**src/rtl/bcr_pkg.sv**
```systemverilog
// Shared constants for the bridge control register bank.
// Assumes 32-bit words and byte addressing with 4 bytes per word.
package bcr_pkg;
    localparam int DW         = 32;
    localparam int WORD_BYTES = 4;
    localparam int REG_COUNT  = 28;
    localparam int IDX_W      = $clog2(REG_COUNT);
    localparam int WIN_BYTES  = REG_COUNT * WORD_BYTES;

    // Indexes whose behaviour differs from a plain stored word
    localparam int IX_GEN   = 1;
    localparam int IX_ENSET = 12;
    localparam int IX_ENCLR = 13;
    localparam int IX_EN    = 14;
    localparam int IX_ISR   = 15;

    // General configuration bit positions
    localparam int GEN_DBG     = 0;
    localparam int GEN_SNP     = 1;
    localparam int GEN_SELFRST = 2;
    localparam int GEN_SWAP    = 6;
    localparam int GEN_UNC     = 7;
    localparam int GEN_PREF    = 8;
    localparam int GEN_WBH     = 9;
    localparam int GEN_PQ      = 12;

    // Power-on value for each register index
    function automatic logic [DW-1:0] reset_value(input int idx);
        logic [DW-1:0] v;
        v = '0;
        case (idx)
            0:  v = 32'h0000_0C40;
            1: begin
                v[GEN_SELFRST] = 1'b1;
                v[GEN_UNC]     = 1'b1;
                v[GEN_PREF]    = 1'b1;
                v[GEN_WBH]     = 1'b1;
                v[GEN_PQ]      = 1'b1;
            end
            2:  v = 32'h2BFF_8010;
            3:  v = 32'h255E_0091;
            4:  v = 32'h0000_6140;
            7:  v = 32'h0000_01FF;
            8:  v = 32'h0000_01FF;
            26: v = 32'h0000_0008;
            27: v = 32'h1000_0000;
            default: v = '0;
        endcase
        return v;
    endfunction
endpackage

```
**src/rtl/bcr_addr_dec.sv**
```systemverilog
// Address decoder. Splits a byte address into a word index and a hit flag.
// A hit needs an aligned address that falls inside the register window.
module bcr_addr_dec
    import bcr_pkg::*;
#(
    parameter int ADDR_W = 8
) (
    input  logic [ADDR_W-1:0] addr,
    output logic              hit,
    output logic [IDX_W-1:0]  idx
);
    localparam int LSB_W = $clog2(WORD_BYTES);

    // Alignment and window check
    always_comb begin
        hit = (addr[LSB_W-1:0] == '0) && (int'(addr) < WIN_BYTES);
        idx = addr[IDX_W+LSB_W-1:LSB_W];
    end
endmodule

```
**src/rtl/bcr_enable_reg.sv**
```systemverilog
// Interrupt-enable word. Software reaches it only through the set and
// clear strobes. Assumes at most one strobe per cycle, which the decoder
// guarantees.
module bcr_enable_reg
    import bcr_pkg::*;
(
    input  logic          clk,
    input  logic          rst_n,
    input  logic          set_stb,
    input  logic          clr_stb,
    input  logic [DW-1:0] wdata,
    output logic [DW-1:0] en_word
);
    // OR in the set bits, or mask out the clear bits
    always_ff @(posedge clk) begin
        if (!rst_n)       en_word <= reset_value(IX_EN);
        else if (set_stb) en_word <= en_word | wdata;
        else if (clr_stb) en_word <= en_word & ~wdata;
    end
endmodule

```
**src/rtl/bcr_self_reset.sv**
```systemverilog
// Edge detector for the self-reset bit. Emits a one-cycle request when a
// write sets a bit that is stored as 0. Assumes cur_bit is the value held
// before the write.
module bcr_self_reset (
    input  logic clk,
    input  logic rst_n,
    input  logic gen_wr,
    input  logic cur_bit,
    input  logic new_bit,
    output logic pulse
);
    // Register the 0-to-1 condition as a single-cycle pulse
    always_ff @(posedge clk) begin
        if (!rst_n) pulse <= 1'b0;
        else        pulse <= gen_wr && !cur_bit && new_bit;
    end
endmodule

```
**src/rtl/bcr_word_bank.sv**
```systemverilog
// Storage for the register words. A generate picks the variant for each
// index: the enable word comes from outside, the status word is read-only
// zero, and every other word is a flop loaded with its power-on value.
module bcr_word_bank
    import bcr_pkg::*;
(
    input  logic             clk,
    input  logic             rst_n,
    input  logic             wr_en,
    input  logic [IDX_W-1:0] wr_idx,
    input  logic [DW-1:0]    wr_data,
    input  logic [DW-1:0]    en_word,
    output logic [DW-1:0]    words [REG_COUNT]
);
    for (genvar i = 0; i < REG_COUNT; i++) begin : g_word
        if (i == IX_EN) begin : g_en
            assign words[i] = en_word;
        end else if (i == IX_ISR) begin : g_isr
            assign words[i] = '0;
        end else begin : g_flop
            logic [DW-1:0] q;
            // Plain word: reset to its default, load on an addressed write
            always_ff @(posedge clk) begin
                if (!rst_n)                                q <= reset_value(i);
                else if (wr_en && wr_idx == IDX_W'(i))     q <= wr_data;
            end
            assign words[i] = q;
        end
    end
endmodule

```
**src/rtl/bridge_ctl_regs.sv**
```systemverilog
// Bridge control register bank, top level. Decodes a simple request port,
// routes writes to storage, to the enable aliases or to the self-reset
// detector, and returns read data one cycle after a read request.
// Assumes one request per cycle and whole 32-bit words only.
module bridge_ctl_regs
    import bcr_pkg::*;
#(
    parameter int ADDR_W = 8
) (
    input  logic              clk,
    input  logic              rst_n,
    input  logic              req_valid,
    input  logic              req_write,
    input  logic [ADDR_W-1:0] req_addr,
    input  logic [DW-1:0]     req_wdata,
    output logic              rd_valid,
    output logic [DW-1:0]     rd_data,
    output logic              sys_rst_req
);
    logic             hit;
    logic [IDX_W-1:0] idx;
    logic             wr_hit;
    logic             rd_req;
    logic             set_stb;
    logic             clr_stb;
    logic             gen_wr;
    logic             store_en;
    logic [DW-1:0]    en_word;
    logic [DW-1:0]    words [REG_COUNT];

    bcr_addr_dec #(.ADDR_W(ADDR_W)) u_dec (
        .addr (req_addr),
        .hit  (hit),
        .idx  (idx)
    );

    // Classify the current request
    always_comb begin
        wr_hit   = req_valid && req_write && hit;
        rd_req   = req_valid && !req_write;
        set_stb  = wr_hit && (idx == IDX_W'(IX_ENSET));
        clr_stb  = wr_hit && (idx == IDX_W'(IX_ENCLR));
        gen_wr   = wr_hit && (idx == IDX_W'(IX_GEN));
        store_en = wr_hit;
    end

    bcr_enable_reg u_en (
        .clk     (clk),
        .rst_n   (rst_n),
        .set_stb (set_stb),
        .clr_stb (clr_stb),
        .wdata   (req_wdata),
        .en_word (en_word)
    );

    bcr_word_bank u_bank (
        .clk     (clk),
        .rst_n   (rst_n),
        .wr_en   (store_en),
        .wr_idx  (idx),
        .wr_data (req_wdata),
        .en_word (en_word),
        .words   (words)
    );

    bcr_self_reset u_srst (
        .clk     (clk),
        .rst_n   (rst_n),
        .gen_wr  (gen_wr),
        .cur_bit (words[IX_GEN][GEN_SELFRST]),
        .new_bit (req_wdata[GEN_SELFRST]),
        .pulse   (sys_rst_req)
    );

    // Registered read port; a miss reads as zero
    always_ff @(posedge clk) begin
        if (!rst_n) begin
            rd_valid <= 1'b0;
            rd_data  <= '0;
        end else begin
            rd_valid <= rd_req;
            if (rd_req) rd_data <= hit ? words[idx] : '0;
        end
    end
endmodule

```
**config.mk**
```make
export PLATFORM = sky130hd
export DESIGN_NAME = bridge_ctl_regs
export DESIGN_NICKNAME = d
export VERILOG_FILES = /design/src/rtl/bcr_pkg.sv /design/src/rtl/bcr_addr_dec.sv /design/src/rtl/bcr_enable_reg.sv /design/src/rtl/bcr_self_reset.sv /design/src/rtl/bcr_word_bank.sv /design/src/rtl/bridge_ctl_regs.sv
export SDC_FILE = /design/constraint.sdc
export NUM_CORES = 2
export LEC_CHECK = 0
export BUFFER_PORTS_ARGS = -buffer_cell sky130_fd_sc_hd__buf_2
export CORE_ASPECT_RATIO = 0.7
export CORE_MARGIN = 2
export CORE_UTILIZATION = 52
export DETAILED_ROUTE_END_ITERATION = 10
export GPL_ROUTABILITY_DRIVEN = 0
export GPL_TIMING_DRIVEN = 0
export MAX_ROUTING_LAYER = met4
export PLACE_DENSITY = 0.76
export SYNTH_ARGS = -nofsm -noshare
export SYNTH_HDL_FRONTEND = slang
export SYNTH_SLANG_ARGS = --single-unit
```
**constraint.sdc**
```tcl
create_clock -name clk -period 1.8 [get_ports clk]
set_input_delay 0.09 -clock clk [delete_from_list [all_inputs] [get_ports clk]]
set_output_delay 0.09 -clock clk [all_outputs]
set_load 0.01 [all_outputs]
```
==> reports/metrics.yaml <==
cts:
  clock_tree.buffer_depth: 3
  clock-sinks: 898
  cts_tree: "built"
  root_buffer: "clkbuf_16"
  cts_buffers: 83
  insertion_delay_ns: 0.68
  clkTransAtPathRegs_ns: 0.07
  htree_levels: 3
min_path:
  hp-class: "input port to register"
worst_setup_path:
  slowest_delay_ns: 0.73
  crit_top_cell: "buf_2"
  slowest_stage: "nor4bb_1"
  cp_top_family: "simple AND/OR/NAND/NOR gates"
  crit_fanout: 10
  cp-start-kind: "input port"
  worstSetupEndpointType: "register"
  critPathBufInv: 5
  critPathKind: "input port to register"
  crit_required_ns: 2.31
  path_cells: "buf_2 -> buf_2 -> buf_2 -> nor4bb_1 -> nand4_1 -> buf_4 -> clkbuf_2 -> nand2_1 -> o211ai_1"
  worstPathArrival_ns: 2.55
timing:
  fmaxAchievable_mhz: 491.3
  hold_viol_final: 0
  setup_violations: 88
  slew_headroom_pct: 28.87
  fin_crit_ns: 2.036
  rsz0062_at_grt: "true"
  fin_ws_ns: -0.2356
  period_share_pct: 113.1
  hold_ws_ns: 0.1501
  skew_ns: 0.01746
  tightestPinTransition_ns: 1.067
  maxSlewViolCount: 0
synth:
  syn_area_um2: 41070
  synthFlopType: "dfxtp_1"
  synth_commonest_cells: "nand2_1, dfxtp_1, a21boi_0, clkbuf_1, a21boi_1"
  ys_seq_elements: 898
  synth.area.top_cells: "dfxtp_1, nand2_1, a21boi_0"
  synth.distinct_cells: 50
  seq_area_frac_synth_pct: 43.77
  synth_top_area_share_pct: 43.77
  yosysWarnings: 0
  synth-edff-count: 0
  postSynthCellCount: 4704
  yosysMostFrequentCell: "nand2_1"
  syn_nets: 4748
  syn_avg_cell_area_um2: 8.731
  synthArstFlopShare_pct: 0
  synth_top_area_cell: "dfxtp_1"
power:
  internal_power_mw: 31.96
  swShare_pct: 24.48
  power_leakage_nw: 16.29
  combPwrFrac_pct: 6.9
  powerDensity_nw_per_um2: 903.4
  p_sw_mw: 10.36
  p_seq_share_pct: 47.0
  pwr-share-clk_pct: 46.1
  ir_drop_mv: 0.7857
drt:
  drc: 0
  firstDrtPassIters: 6
  wl_per_cell_um: 25.01
  num_vias: 38180
  ant_nets: 0
  drt_iter0_drc: 5964
  routed_via_density: 6.299
  finalWirelength_um: 151600
die:
  die_w_um: 339.9
  num_rows: 86
  start_util_pct: 52.36
  die_y_um: 239.1
  core_um2: 78440
  io_pins: 78
  die_area_um2: 81280
global_route:
  grt_pass1_vias: 34390
  grt_usage_pct: 37.09
  grt_max_degree: 16
  grt-ovfl-total: 0
  antenna_found_initial: 14
  grt_pass1_wl_um: 219500
place:
  pre_cts_ws_ns: -1.731
  dpl_cell_area_um2: 42660
  post-dp-hpwl_um: 114800
  dp.cells: 5808
  numPortBuffers: 48
layout:
  drive_gt1_share_pct: 14.64
  final_util_pct: 59.72
  syn_to_final_growth_pct: 14.06
  nets: 4964
  fin_cells: 6061
  stdcell_area_um2: 46850
run_status:
  status: "complete, but fails checks"
  violations: "negative setup slack"
job:
  maxCapViolations: 0
[sequential cells by signal, summed over array words and instances, names as in the netlist, named ones only]
name / flops
rd_data: 32
rd_valid: 1
u_srst.pulse: 1
u_bank.g_word.g_flop.q: 832
[power groups by stage]
stage	Sequential, mW	Combinational (mW)	Clock, mW
finish	19.9	2.91	19.5
global route	19.9	2.93	20.2
CTS	19.9	2.70	19.4
detailed placement	20.3	2.59	0
global placement	20.3	2.57	0
floorplan	20.3	1.58	0
[timing repair]
| item | 4_1_cts | 5_1_grt |
|---|---|---|
| buffers inserted | 30 | 25 |
| pin swaps | 17 | 22 |
| setup endpoints to repair | 886 | 515 |
| gates resized for setup | 103 | 117 |
| hold endpoints to repair | 345 | 0 |
| hold buffers | 32 | 0 |
[final timing paths]
path,from,endpoint,slack (ns),cells past startpoint
max,req_addr[4],u_bank.g_word[8].g_flop.q[2],-0.24,9
min,rst_n,rd_data[0],0.15,3
max reg2reg,u_bank.g_word[8].g_flop.q[9],rd_data[9],-0.05,4
min reg2reg,u_bank.g_word[22].g_flop.q[4],u_bank.g_word[22].g_flop.q[4],0.45,2
[cells in the final DEF (no fill, tap or decap), types with 8 or more instances in the layout]
cell type	Yosys	final
nor4_4	21	24
a2111oi_1	0	13
a21boi_0	534	534
o21ai_2	10	10
clkbuf_16	0	85
o221ai_1	31	31
a211oi_1	31	31
a2111oi_0	32	10
and2_1	28	28
a21boi_2	19	19
clkbuf_2	0	79
o21ai_1	18	18
nand4_1	24	24
clkbuf_4	0	11
o211ai_1	57	57
bufinv_16	0	11
buf_6	34	45
clkbuf_1	262	185
buf_2	153	179
clkinv_2	0	16
nand2_1	1674	1674
a21boi_1	252	252
mux4_2	96	96
diode_2	0	18
inv_1	32	32
dlygate4sd3_1	0	32
nor4_1	32	26
o21ai_0	34	34
dfxtp_1	898	897
nor4_2	5	8
buf_4	19	80
mux2i_1	224	222
o22ai_1	97	97
a22o_1	32	32
clkbuf_8	0	22
a2111oi_2	0	9
[layout make-up]
type | instances | area (um^2)
Fill cell | 6830 | 31600
Multi-Input combinational cell | 3295 | 20850
Sequential cell | 898 | 17980
Buffer | 473 | 2545
Clock buffer | 116 | 2464
Tap cell | 1056 | 1321
Timing Repair Buffer | 135 | 1011
Clock inverter | 36 | 500.5
Inverter | 34 | 130.1
Antenna cell | 18 | 45.04
[logic make-up after synthesis]
family                 Yosys count  synth area share (%)
AOI/OAI and AO/OA             1151                 20.93
buffers and inverters          511                 5.965
DFF                            898                 43.77
muxes                          320                 10.72
and+or+nand+nor               1824                 18.61
[metrics by stage]
stage | setup TNS, ns | power, mW
2_1_floorplan | -0.4226 | 21.92
3_3_place_gp | -871.25 | 22.91
3_5_place_dp | -918.98 | 22.93
4_1_cts | 0 | 41.97
5_1_grt | -5.240 | 42.99
6_report | -6.197 | 42.32
[metal layers]
metal  GRT usage [%]  part of all wire, %  vias up
met5               -                    0        -
li1                -                    -    16500
met4           14.05                  4.4        0
met1           51.69                   41    18430
met3           12.91                   16      460
met2           48.65                   38     2791
[worst register-to-register path, stage by stage, from the launching register on]
cell and delay, ns:
dfxtp_1 0.34, mux4_2 0.47, a22o_1 0.27, a2111oi_1 0.51
a211oi_1 0.11
Note: power is estimated with default switching activity, not from simulation.
